$ cat src/rtl/od_rep_pkg.sv
package od_rep_pkg;

  typedef enum logic [1:0] {
    DIR_IDLE = 2'd0,
    DIR_A2B  = 2'd1,
    DIR_B2A  = 2'd2,
    DIR_HOLD = 2'd3
  } dir_e;

  typedef struct packed {
    logic pullA;
    logic pullB;
    logic dropAll;
  } pull_cmd_t;

endpackage

$ cat src/rtl/od_rep_sync.sv
module od_rep_sync #(
  parameter int STAGES = 2,
  parameter int LINES  = 2
) (
  input  logic             clk,
  input  logic             rstN,
  input  logic [LINES-1:0] rawIn,
  output logic [LINES-1:0] syncOut
);

  logic [LINES-1:0] stageQ [STAGES];

  genvar s;
  generate
    for (s = 0; s < STAGES; s++) begin : g_stage
      if (s == 0) begin : g_first
        always_ff @(posedge clk or negedge rstN) begin
          if (!rstN) stageQ[s] <= '1;
          else       stageQ[s] <= rawIn;
        end
      end else begin : g_next
        always_ff @(posedge clk or negedge rstN) begin
          if (!rstN) stageQ[s] <= '1;
          else       stageQ[s] <= stageQ[s-1];
        end
      end
    end
  endgenerate

  assign syncOut = stageQ[STAGES-1];

endmodule

$ cat src/rtl/od_rep_ctrl.sv
module od_rep_ctrl
  import od_rep_pkg::*;
#(
  parameter int HOLD_CYCLES = 4
) (
  input  logic      clk,
  input  logic      rstN,
  input  logic      enable,
  input  logic      aSync,
  input  logic      bSync,
  output pull_cmd_t cmd,
  output dir_e      state
);

  localparam int CNT_W = (HOLD_CYCLES < 2) ? 1 : $clog2(HOLD_CYCLES + 1);
  localparam logic [CNT_W-1:0] CNT_LOAD = CNT_W'(HOLD_CYCLES - 1);

  dir_e             stateQ, stateD;
  logic [CNT_W-1:0] cntQ, cntD;

  always_comb begin
    stateD = stateQ;
    cntD   = cntQ;
    cmd    = '0;
    if (!enable) begin
      stateD      = DIR_IDLE;
      cmd.dropAll = 1'b1;
    end else begin
      unique case (stateQ)
        DIR_IDLE: begin
          if (!aSync) begin
            stateD    = DIR_A2B;
            cmd.pullB = 1'b1;
          end else if (!bSync) begin
            stateD    = DIR_B2A;
            cmd.pullA = 1'b1;
          end
        end
        DIR_A2B: begin
          if (aSync) begin
            stateD      = DIR_HOLD;
            cntD        = CNT_LOAD;
            cmd.dropAll = 1'b1;
          end
        end
        DIR_B2A: begin
          if (bSync) begin
            stateD      = DIR_HOLD;
            cntD        = CNT_LOAD;
            cmd.dropAll = 1'b1;
          end
        end
        DIR_HOLD: begin
          if (cntQ == '0) stateD = DIR_IDLE;
          else            cntD   = cntQ - 1'b1;
        end
        default: stateD = DIR_IDLE;
      endcase
    end
  end

  always_ff @(posedge clk or negedge rstN) begin
    if (!rstN) begin
      stateQ <= DIR_IDLE;
      cntQ   <= '0;
    end else begin
      stateQ <= stateD;
      cntQ   <= cntD;
    end
  end

  assign state = stateQ;

  AST_LOCKOUT_A2B: assert property (@(posedge clk) disable iff (!rstN)
    (stateQ == DIR_A2B && !aSync && enable) |=> stateQ == DIR_A2B);
  AST_LOCKOUT_B2A: assert property (@(posedge clk) disable iff (!rstN)
    (stateQ == DIR_B2A && !bSync && enable) |=> stateQ == DIR_B2A);
  AST_HOLD_KEEPS: assert property (@(posedge clk) disable iff (!rstN)
    (stateQ == DIR_HOLD && cntQ != '0 && enable) |=> stateQ == DIR_HOLD);
  AST_TIE_A_WINS: assert property (@(posedge clk) disable iff (!rstN)
    (stateQ == DIR_IDLE && !aSync && !bSync && enable) |=> stateQ == DIR_A2B);
  AST_DISABLE_IDLE: assert property (@(posedge clk) disable iff (!rstN)
    !enable |=> stateQ == DIR_IDLE);

endmodule

$ cat src/rtl/od_rep_datapath.sv
module od_rep_datapath
  import od_rep_pkg::*;
(
  input  logic      clk,
  input  logic      rstN,
  input  pull_cmd_t cmd,
  output logic      aPullLow,
  output logic      bPullLow
);

  logic aPullQ, bPullQ;

  always_ff @(posedge clk or negedge rstN) begin
    if (!rstN) begin
      aPullQ <= 1'b0;
      bPullQ <= 1'b0;
    end else if (cmd.dropAll) begin
      aPullQ <= 1'b0;
      bPullQ <= 1'b0;
    end else if (cmd.pullA) begin
      aPullQ <= 1'b1;
    end else if (cmd.pullB) begin
      bPullQ <= 1'b1;
    end
  end

  assign aPullLow = aPullQ;
  assign bPullLow = bPullQ;

  AST_ONE_DRIVER: assert property (@(posedge clk) disable iff (!rstN)
    !(aPullQ && bPullQ));

endmodule

$ cat src/rtl/od_line_repeater.sv
module od_line_repeater
  import od_rep_pkg::*;
#(
  parameter int HOLD_CYCLES = 4,
  parameter int SYNC_STAGES = 2
) (
  input  logic       clk,
  input  logic       rstN,
  input  logic       enable,
  input  logic       aIn,
  input  logic       bIn,
  output logic       aPullLow,
  output logic       bPullLow,
  output logic [1:0] dirState
);

  logic [1:0] syncLines;
  pull_cmd_t  cmd;
  dir_e       state;

  od_rep_sync #(.STAGES(SYNC_STAGES), .LINES(2)) u_sync (
    .clk(clk), .rstN(rstN), .rawIn({bIn, aIn}), .syncOut(syncLines)
  );

  od_rep_ctrl #(.HOLD_CYCLES(HOLD_CYCLES)) u_ctrl (
    .clk(clk), .rstN(rstN), .enable(enable),
    .aSync(syncLines[0]), .bSync(syncLines[1]),
    .cmd(cmd), .state(state)
  );

  od_rep_datapath u_dp (
    .clk(clk), .rstN(rstN), .cmd(cmd),
    .aPullLow(aPullLow), .bPullLow(bPullLow)
  );

  assign dirState = state;

  AST_IDLE_QUIET: assert property (@(posedge clk) disable iff (!rstN)
    (state == DIR_IDLE || state == DIR_HOLD) |-> (!aPullLow && !bPullLow));
  AST_A2B_DRIVE: assert property (@(posedge clk) disable iff (!rstN)
    (state == DIR_A2B) |-> (bPullLow && !aPullLow));
  AST_B2A_DRIVE: assert property (@(posedge clk) disable iff (!rstN)
    (state == DIR_B2A) |-> (aPullLow && !bPullLow));
  AST_DISABLE_DROP: assert property (@(posedge clk) disable iff (!rstN)
    !enable |=> (!aPullLow && !bPullLow));

endmodule

$ cat config.mk
export PLATFORM = sky130hd
export DESIGN_NAME = od_line_repeater
export DESIGN_NICKNAME = d
export VERILOG_FILES = /design/src/rtl/od_rep_pkg.sv /design/src/rtl/od_rep_sync.sv /design/src/rtl/od_rep_ctrl.sv /design/src/rtl/od_rep_datapath.sv /design/src/rtl/od_line_repeater.sv
export SDC_FILE = /design/constraint.sdc
export NUM_CORES = 1
export LEC_CHECK = 0
export CORE_MARGIN = 2
export CORE_UTILIZATION = 35
export CTS_BUF_LIST = sky130_fd_sc_hd__clkbuf_16
export DETAILED_ROUTE_END_ITERATION = 16
export GPL_ROUTABILITY_DRIVEN = 0
export PLACE_DENSITY_LB_ADDON = 0.08
export SLEW_MARGIN = 20
export SYNTH_ARGS = -nofsm -noshare
export SYNTH_HDL_FRONTEND = slang
export SYNTH_SLANG_ARGS = --single-unit
$ cat constraint.sdc
create_clock -name clk -period 1.7 [get_ports clk]
set_input_delay 0.51 -clock clk [delete_from_list [all_inputs] [get_ports clk]]
set_output_delay 0.51 -clock clk [all_outputs]
set_load 0.1 [all_outputs]
; After elaboration in Yosys (flattened, before gate mapping)
; Cells that the tools add are included.
[word_totals]
regBits = 11
latch_bits = 0
ram_bits = 0
rom_bits = 0
input_bits = 5
out_inout_bits = 4
elab_cells = 51
n_memories = 0
[classes]
n_addsub = 1
multipliers = 0
div_mod_pow = 0
magnitude_cmp = 0
eq_ne = 11
shift = 0
mux = 25
bitwise_logic = 0
reduce_logical = 8
[op_table]
columns = operator, count
row1 = $mux 2, 8
row2 = $mux 1, 11
row3 = $mux 3, 3
row4 = $pmux 3 s3, 1
row5 = $ne 2x2->1 const B, 4
row6 = $pmux 2 s4, 1
row7 = $ne 3x3->1 const B, 2
row8 = $reduce_and 5->1, 1
row9 = $eq 2x2->1 const B, 2
row10 = $ne 4x4->1 const B, 1
row11 = $reduce_and 4->1, 1
row12 = $reduce_bool 2->1, 2
row13 = $logic_not 3->1, 1
row14 = $ne 3x2->1 const B, 1
row15 = $reduce_bool 3->1, 1
row16 = $sub 3x1->3 const B, 1
row17 = $eq 2x1->1 const B, 1
row18 = $logic_not 2->1, 1
row19 = $pmux 1 s2, 1
row20 = $reduce_and 2->1, 1

; Longest topological paths before layout
; Gate-level depths: netlist of the first run.
[depth]
ltp_word = 7
depth_mapped = 7
mapped_depth_nobuf = 7

; Hierarchy
; A second synthesis of the first run with hierarchy kept.
[hier_totals]
hier_cells = 59
area_unflattened_um2 = 638.1
[by_module_without_submodules]
columns = module, n_inst, cells_per_inst, area_each_um2, seq_area_each_um2
row1 = od_rep_ctrl, 1, 46, 441.7, 125.1
row2 = od_rep_sync, 1, 6, 120.1, 105.1
row3 = od_rep_datapath, 1, 7, 76.3, 50.0

; Least setup slack after synthesis of the first run
; Ideal clock, no wire load.
[synth_path]
path_kind = register -> register
startpoint = reg u_ctrl.stateQ[0], in the netlist u_ctrl.state[0]
endpoint = reg u_ctrl.cntQ[0]
setup_time_ns = 0.125
arrival_time_ns = 2.032
t_required_ns = 1.575
slack_ns = -0.457
stages_incl_launch_ff = 7
n_path_buf = 0
synth_period_minus_slack_ns = 2.157
path_cell_list = dfrtp_1 inv_1 ha_1 nand2b_1 and4_1 nand2_1 mux2_2
[synth_via]
elab_chain_len = 3
elab_cells_between_ends = 9
cone_classes = 6 x eq/ne / 1 x mux / 2 x reduce/logical
[synth_lines]
columns = item, line_no
row1 = from (decl), od_rep_ctrl.sv:18  ; dir_e stateQ, stateD;
row2 = from (signal assigned), od_rep_ctrl.sv:67  ; stateQ <= stateD;
row3 = $eq 2x2->1 / $eq 2x1->1 (equally long branches), od_rep_ctrl.sv:29  ; unique case (stateQ)
row4 = $ne 2x2->1 (no source line) / $reduce_bool 3->1 (equally long branches), n/a
row5 = $reduce_and 5->1 (no source line), n/a
row6 = to (signal assigned), od_rep_ctrl.sv:68  ; cntQ <= cntD;
row7 = to (decl), od_rep_ctrl.sv:19  ; logic [CNT_W-1:0] cntQ, cntD;
; Parallel ways exist; a longest one is shown, timed or not.
; A chain may end at the register's enable or synchronous reset.

; Worst setup path in the final report of the first run
[layout_path]
startpoint = reg u_ctrl.stateQ[1], in the netlist u_ctrl.state[1]
endpoint = reg u_ctrl.cntQ[0]
; The elaborated chain is that of the path after synthesis.

==> out/metrics.csv, run 1 <==
stage,metric,value,unit
timing,minimum clock period,1.583,ns
timing,Fin. Hold Viols,0,
critical_path,CP required,1.82,ns
route,Via Count,443,
route,DRC viols,0,
power_and_ir_drop,clock share of power,30.5,%
grt,number of global-route vias before repair,478,
critical_path,Top Family by Delay on Critical Path,flip-flops,
power_and_ir_drop,Sw Pwr,496.5,uW
floorplanning,DIE WIDTH,45.21,um
place,IO Port Bufs,8,
timing,Slew HR,81.56,%
timing,setup TNS,0,ns
grt,GRT Util Overall,14.45,%
route,Post-DRT Antenna Nets,0,
timing,final setup fails,0,
power_and_ir_drop,combinational power share,42.2,%
clocking,Root Driver,clkbuf_16,
clocking,CTS tree,done,
critical_path,Startpoint Class,flop,
floorplanning,Die ar.,2043,um^2
flow_run,total of max-cap violations,0,
grt,largest net degree at the start of global routing,8,
yosys,post-synth net total,70,
route,drt first-iter violations,3,
final_layout,# diodes,0,
floorplanning,Core Rows,14,
timing,fmax,631.7,MHz
critical_path,crit path buf inv count,1,
yosys,average cell area after synthesis,10.43,um^2
place,Place WS,-0.02853,ns
yosys,synth warn,0,
power_and_ir_drop,Pleak,0.0003973,uW
route,vias per std cell,4.922,
clocking,"Clk Latency, worst-skew pair",0.23,ns
floorplanning,Core Region,1541,um^2
floorplanning,Initial Util,38.56,%
critical_path,CP max FO,5,
power_and_ir_drop,Int Power,865.0,uW
power_and_ir_drop,Sequential Power Share,27.3,%
outcome,status,"complete, no violations",
critical_path,cells along the critical path,inv_2 > ha_1 > nand2b_1 > and4_1 > o21a_1 > mux2_2,
power_and_ir_drop,Switching Fraction,36.47,%
final_layout,"most common cell after layout, fill and taps aside",inv_1,
critical_path,crit end category,flop,
power_and_ir_drop,power per cell area,1579,nW/um^2
timing,final period utilization,93.11,%
floorplanning,# IOs,9,
critical_path,critical path's slowest cell,dfrtp_4,
yosys,synthesized area,594.3,um^2
final_layout,share of layout cells above drive strength 1,29.73,%
route,DRT Pass-1 Iters,3,
place,Final HPWL DP,775.9,um
critical_path,Max stage delay on crit path,0.51,ns
route,total wire length,1073,um
floorplanning,Die Height,45.21,um
grt,global-route wire length before repair,2049,um
timing,Worst-Margin Slew,0.2736,ns
timing,final worst slack,0.1171,ns
timing,fin. max-slew vios,0,
power_and_ir_drop,Max VDD drop,0.0007332,V
yosys,Synth Instances,57,
critical_path,Setup CP Type,reg2reg,
clocking,CTS Buffer Depth,2,
clocking,H-tree depth,1,
clocking,clk slew on worst S/H paths,0.04,ns
timing,Worst Clk Skew,0.001552,ns
yosys,#FFs+latches synth,11,
final_layout,Nets,88,
final_layout,Syn-to-layout area delta,45.05,%
yosys,sequential-to-total area share from yosys stat,47.16,%
grt,antenna violations before repair,0,
clocking,clk sink count,11,
final_layout,most frequent cells in the layout,"9 x inv_1, 8 x ha_1, 5 x nor2_1, 5 x buf_4, 5 x dfrtp_1",
critical_path,crit path DAT,1.70,ns
min_path,worst hold path class,reg2reg,
route,WL per Instance,11.92,um
grt,total gr overflow,0,
timing,RSZ-0062 raised after global routing,false,
clocking,Num CTS Buffers,3,
yosys,post-synth cell types,22,
power groups by stage:
stage	clock network, uW	registers (uW)	logic [uW]
floorplan	0	528	209
global placement	0	369	556
detailed placement	0	370	556
CTS	427	368	563
global route	438	381	629
finish	416	372	574
Yosys cell counts:
library cell | instances | share of area (%)
dfstp_2 | 4 | 18
o21ai_1 | 2 | 1.7
inv_1 | 10 | 6.3
o21ai_0 | 3 | 2.5
and4_1 | 1 | 1.5
a21o_1 | 1 | 1.3
o22a_1 | 1 | 1.5
nand3b_1 | 1 | 1.3
mux2_2 | 1 | 1.9
nor2_1 | 5 | 3.2
a31oi_1 | 1 | 1.1
a22oi_1 | 1 | 1.3
nand2_1 | 2 | 1.3
mux2i_1 | 2 | 3.4
and2b_4 | 1 | 1.7
nand2b_1 | 2 | 2.1
o21a_1 | 1 | 1.3
ha_1 | 8 | 17
nand3_1 | 1 | 0.84
and2_1 | 1 | 1.1
dfrtp_1 | 7 | 29
o22ai_1 | 1 | 1.1
cell type report:
cell class	count	area, um^2
Fill cell	141	679.4
Sequential cell	11	287.8
Multi-Input combinational cell	36	276.5
Timing Repair Buffer	13	157.7
Clock buffer	3	75.07
Inverter	10	41.29
Tap cell	16	20.02
Clock inverter	1	3.754
what timing repair did:
item | CTS | global route
setup endpoints to repair | 0 | 1
hold endpoints to repair | 0 | 0
hold buffers | 0 | 0
gates resized for setup | 0 | 2
setup buffers | 0 | 1
state kept, by name (all words and copies together), names as in the netlist:
register	cells
u_ctrl.state	2
u_ctrl.cntQ	3
u_sync.stageQ	2
u_sync.syncOut	2
u_dp.aPullLow	1
u_dp.bPullLow	1
stage by stage:
stage               utilization [%]  instance area, um^2  total power (uW)  instances  hold WS, ns
floorplan                         -                601.8             736.5         57       0.2144
global placement              50.08                772.0             925.0         85       0.3461
detailed placement            50.08                772.0             926.3         85       0.3473
CTS                           55.19                850.8              1358         89       0.3532
global route                  55.93                862.1              1449         90       0.3547
finish                        55.93                862.1              1362         90       0.3516
kinds of logic (layout without fill, tap and decap cells):
logic type	count (synthesis)	after routing	synth area share, %
compound gates	11	11	11.58
flops	11	11	47.16
fa+ha+maj	8	8	16.84
mux	3	3	5.263
simple gates	14	14	12.84
buf+inv	10	27	6.316
final timing paths:
| kind | slack [ns] | startpoint | depth (start not counted) | end |
|---|---|---|---|---|
| max in group asynchronous | 0.76 | rstN | 2 | u_sync.syncOut[1] |
| hold / removal | 0.35 | u_sync.stageQ[2] | 0 | u_sync.syncOut[0] |
| min in group asynchronous | 0.49 | rstN | 1 | u_ctrl.state[1] |
| setup / recovery | 0.12 | u_ctrl.state[1] | 6 | u_ctrl.cntQ[0] |
| hold reg to reg | 0.35 | u_sync.stageQ[2] | 0 | u_sync.syncOut[0] |
| setup reg to reg | 0.12 | u_ctrl.state[1] | 6 | u_ctrl.cntQ[0] |
metal layers:
layer	track usage [%]	vias to the layer above	wire, um
met4	8.824	0	8
met1	17.29	210	496
met3	4.800	2	38
li1	-	223	-
met2	22.29	8	530
met5	0	-	0
No activity file was read; power rests on OpenSTA's default activity.
==> inputs of run 2 (changes only) <==
Clock period 1.7 ns to 1.9 ns, I/O delays scaled along.
==> run 2 against run 1 <==
  * Die area stayed put
  * Non-clock buffer count is 4 lower
  * Critical endpoint unchanged
  * Via count shrank 5.4%
  * Final area is 4.5% lower
  * Highest routed layer is now met3
  * Power is 12% lower
  * Largest power group unchanged
  * Sequential power decreased by 14%
  * Register-to-register slack better by 0.19 ns
  * Global-route usage shrank 0.82 points
  * Clock-buffer cell count unchanged
  * Combinational power decreased by 14%
==> out/metrics.csv, run 2 (synthesis results as in run 1) <==
stage,metric,value,unit,change
final_layout,most frequent cells in the layout,"11 x inv_1, 8 x ha_1, 5 x nor2_1, 5 x dfrtp_1",,"was 9 x inv_1, 8 x ha_1, 5 x nor2_1, 5 x buf_4, 5 x dfrtp_1"
critical_path,Startpoint Class,flop,,unchanged
final_layout,share of layout cells above drive strength 1,22.86,%,was 29.73%
min_path,worst hold path class,reg2reg,,unchanged
floorplanning,Initial Util,38.56,%,unchanged
floorplanning,Die Height,45.21,um,unchanged
clocking,H-tree depth,1,,unchanged
grt,number of global-route vias before repair,434,,was 478
clocking,setup bufs post-CTS,0,,unchanged
route,Post-DRT Antenna Nets,0,,unchanged
route,DRC viols,0,,unchanged
clocking,CTS Buffer Depth,2,,unchanged
power_and_ir_drop,Pleak,0.0003822,uW,was 0.0003973 uW
critical_path,CP max FO,5,,unchanged
clocking,clk sink count,11,,unchanged
route,vias per std cell,4.872,,was 4.922
route,drt first-iter violations,1,,was 3
timing,Slew HR,67.86,%,was 81.56%
final_layout,Nets,84,,was 88
timing,minimum clock period,1.596,ns,was 1.583 ns
floorplanning,Core Rows,14,,unchanged
floorplanning,Core Region,1541,um^2,unchanged
floorplanning,DIE WIDTH,45.21,um,unchanged
timing,fin. max-slew vios,0,,unchanged
final_layout,"most common cell after layout, fill and taps aside",inv_1,,unchanged
final_layout,# diodes,0,,unchanged
timing,Worst Clk Skew,0.002807,ns,was 0.001552 ns
power_and_ir_drop,Max VDD drop,0.0007619,V,was 0.0007332 V
timing,setup TNS,0,ns,unchanged
timing,final setup fails,0,,unchanged
route,WL per Instance,11.77,um,was 11.92 um
route,DRT Pass-1 Iters,2,,was 3
timing,final period utilization,84.00,%,was 93.11%
grt,global-route wire length before repair,1918,um,was 2049 um
clocking,post-CTS sizing,0,,unchanged
route,total wire length,1012,um,was 1073 um
flow_run,total of max-cap violations,0,,unchanged
power_and_ir_drop,power per cell area,1449,nW/um^2,was 1579 nW/um^2
place,post-placement cell count,82,,was 85
timing,fmax,626.5,MHz,was 631.7 MHz
critical_path,Setup CP Type,reg2reg,,unchanged
clocking,Num CTS Buffers,3,,unchanged
timing,Worst-Margin Slew,0.4805,ns,was 0.2736 ns
power_and_ir_drop,Power Total,1193,uW,was 1362 uW
grt,antenna violations before repair,0,,unchanged
clocking,clk slew on worst S/H paths,0.04,ns,about the same
place,Final HPWL DP,777,um,was 775.9 um
critical_path,CP required,2.02,ns,was 1.82 ns
critical_path,crit end category,flop,,unchanged
outcome,status,"complete, no violations",,unchanged
clocking,Hold Buf Count CTS,0,,unchanged
timing,Fin. Hold Viols,0,,unchanged
clocking,Root Driver,clkbuf_16,,unchanged
grt,GRT Util Overall,13.63,%,was 14.45%
grt,total gr overflow,0,,unchanged
clocking,CTS tree,done,,unchanged
timing,RSZ-0062 raised after global routing,false,,unchanged
critical_path,crit path DAT,1.71,ns,was 1.70 ns
floorplanning,# IOs,9,,unchanged
floorplanning,Die ar.,2043,um^2,unchanged
route,Via Count,419,,was 443
final_layout,number of flip-flops in the largest register,3,,unchanged
final_layout,most flop-heavy register,u_ctrl.cntQ,,unchanged
grt,largest net degree at the start of global routing,12,,was 8
place,IO Port Bufs,8,,unchanged
final_layout,Syn-to-layout area delta,38.53,%,was 45.05%
final_layout,fin cells,86,,was 90
clocking,"Clk Latency, worst-skew pair",0.24,ns,was 0.23 ns
==> run 2: critical path, stage by stage, from the launching register on <==
cell and delay (ns):
dfrtp_2 0.43, inv_1 0.17, ha_1 0.22, nand2b_1 0.06, and4_1 0.20, o21a_1 0.13
mux2_2 0.27
==> run 2: metal layers <==
metal / vias to the layer above / track usage (%) / wire [um]
met2: 8 / 20.29 / 501
met3: 0 / 4.800 / 38
met5: - / 0 / 0
met1: 197 / 16.58 / 472
met4: 0 / 8.824 / 0
li1: 214 / - / -
==> run 2: metrics by stage <==
| stage | utilization (%) | instance area, um^2 | hold slack [ns] | setup WS (ns) |
|---|---|---|---|---|
| after detailed placement | 48.30 | 744.5 | 0.3469 | 0.07286 |
| after global routing | 53.41 | 823.3 | 0.3566 | 0.2105 |
| after global placement | 48.30 | 744.5 | 0.3456 | 0.07201 |
| after CTS | 53.41 | 823.3 | 0.3529 | 0.2958 |
| final | 53.41 | 823.3 | 0.3553 | 0.3039 |
| after floorplan | - | 596.8 | 0.2744 | 0.08299 |
==> run 2: worst paths after layout <==
path / from / end / slack (ns) / depth (start not counted)
hold / removal: u_sync.stageQ[2] / u_sync.syncOut[0] / 0.36 / 0
hold reg to reg: u_sync.stageQ[2] / u_sync.syncOut[0] / 0.36 / 0
setup reg to reg: u_ctrl.state[0] / u_ctrl.cntQ[0] / 0.30 / 6
setup / recovery: u_ctrl.state[0] / u_ctrl.cntQ[0] / 0.30 / 6
min in group asynchronous: rstN / u_dp.bPullLow / 0.66 / 1
max in group asynchronous: rstN / u_ctrl.state[1] / 0.88 / 1
==> run 2: power breakdown <==
part | internal (uW) | switching (uW) | leakage, uW | total [uW]
sequential | 280 | 40.4 | 0.000125 | 321
clock | 276 | 101 | 0.0000423 | 377
combinational | 195 | 300 | 0.000215 | 495
total | 751 | 441 | 0.000382 | 1190
==> run 2: cell type report <==
class | instances | area, um^2
Tap cell | 16 | 20.02
Timing Repair Buffer | 9 | 127.6
Fill cell | 143 | 718.2
Sequential cell | 11 | 282.8
Clock buffer | 3 | 75.07
Inverter | 10 | 37.54
Multi-Input combinational cell | 36 | 276.5
Clock inverter | 1 | 3.754
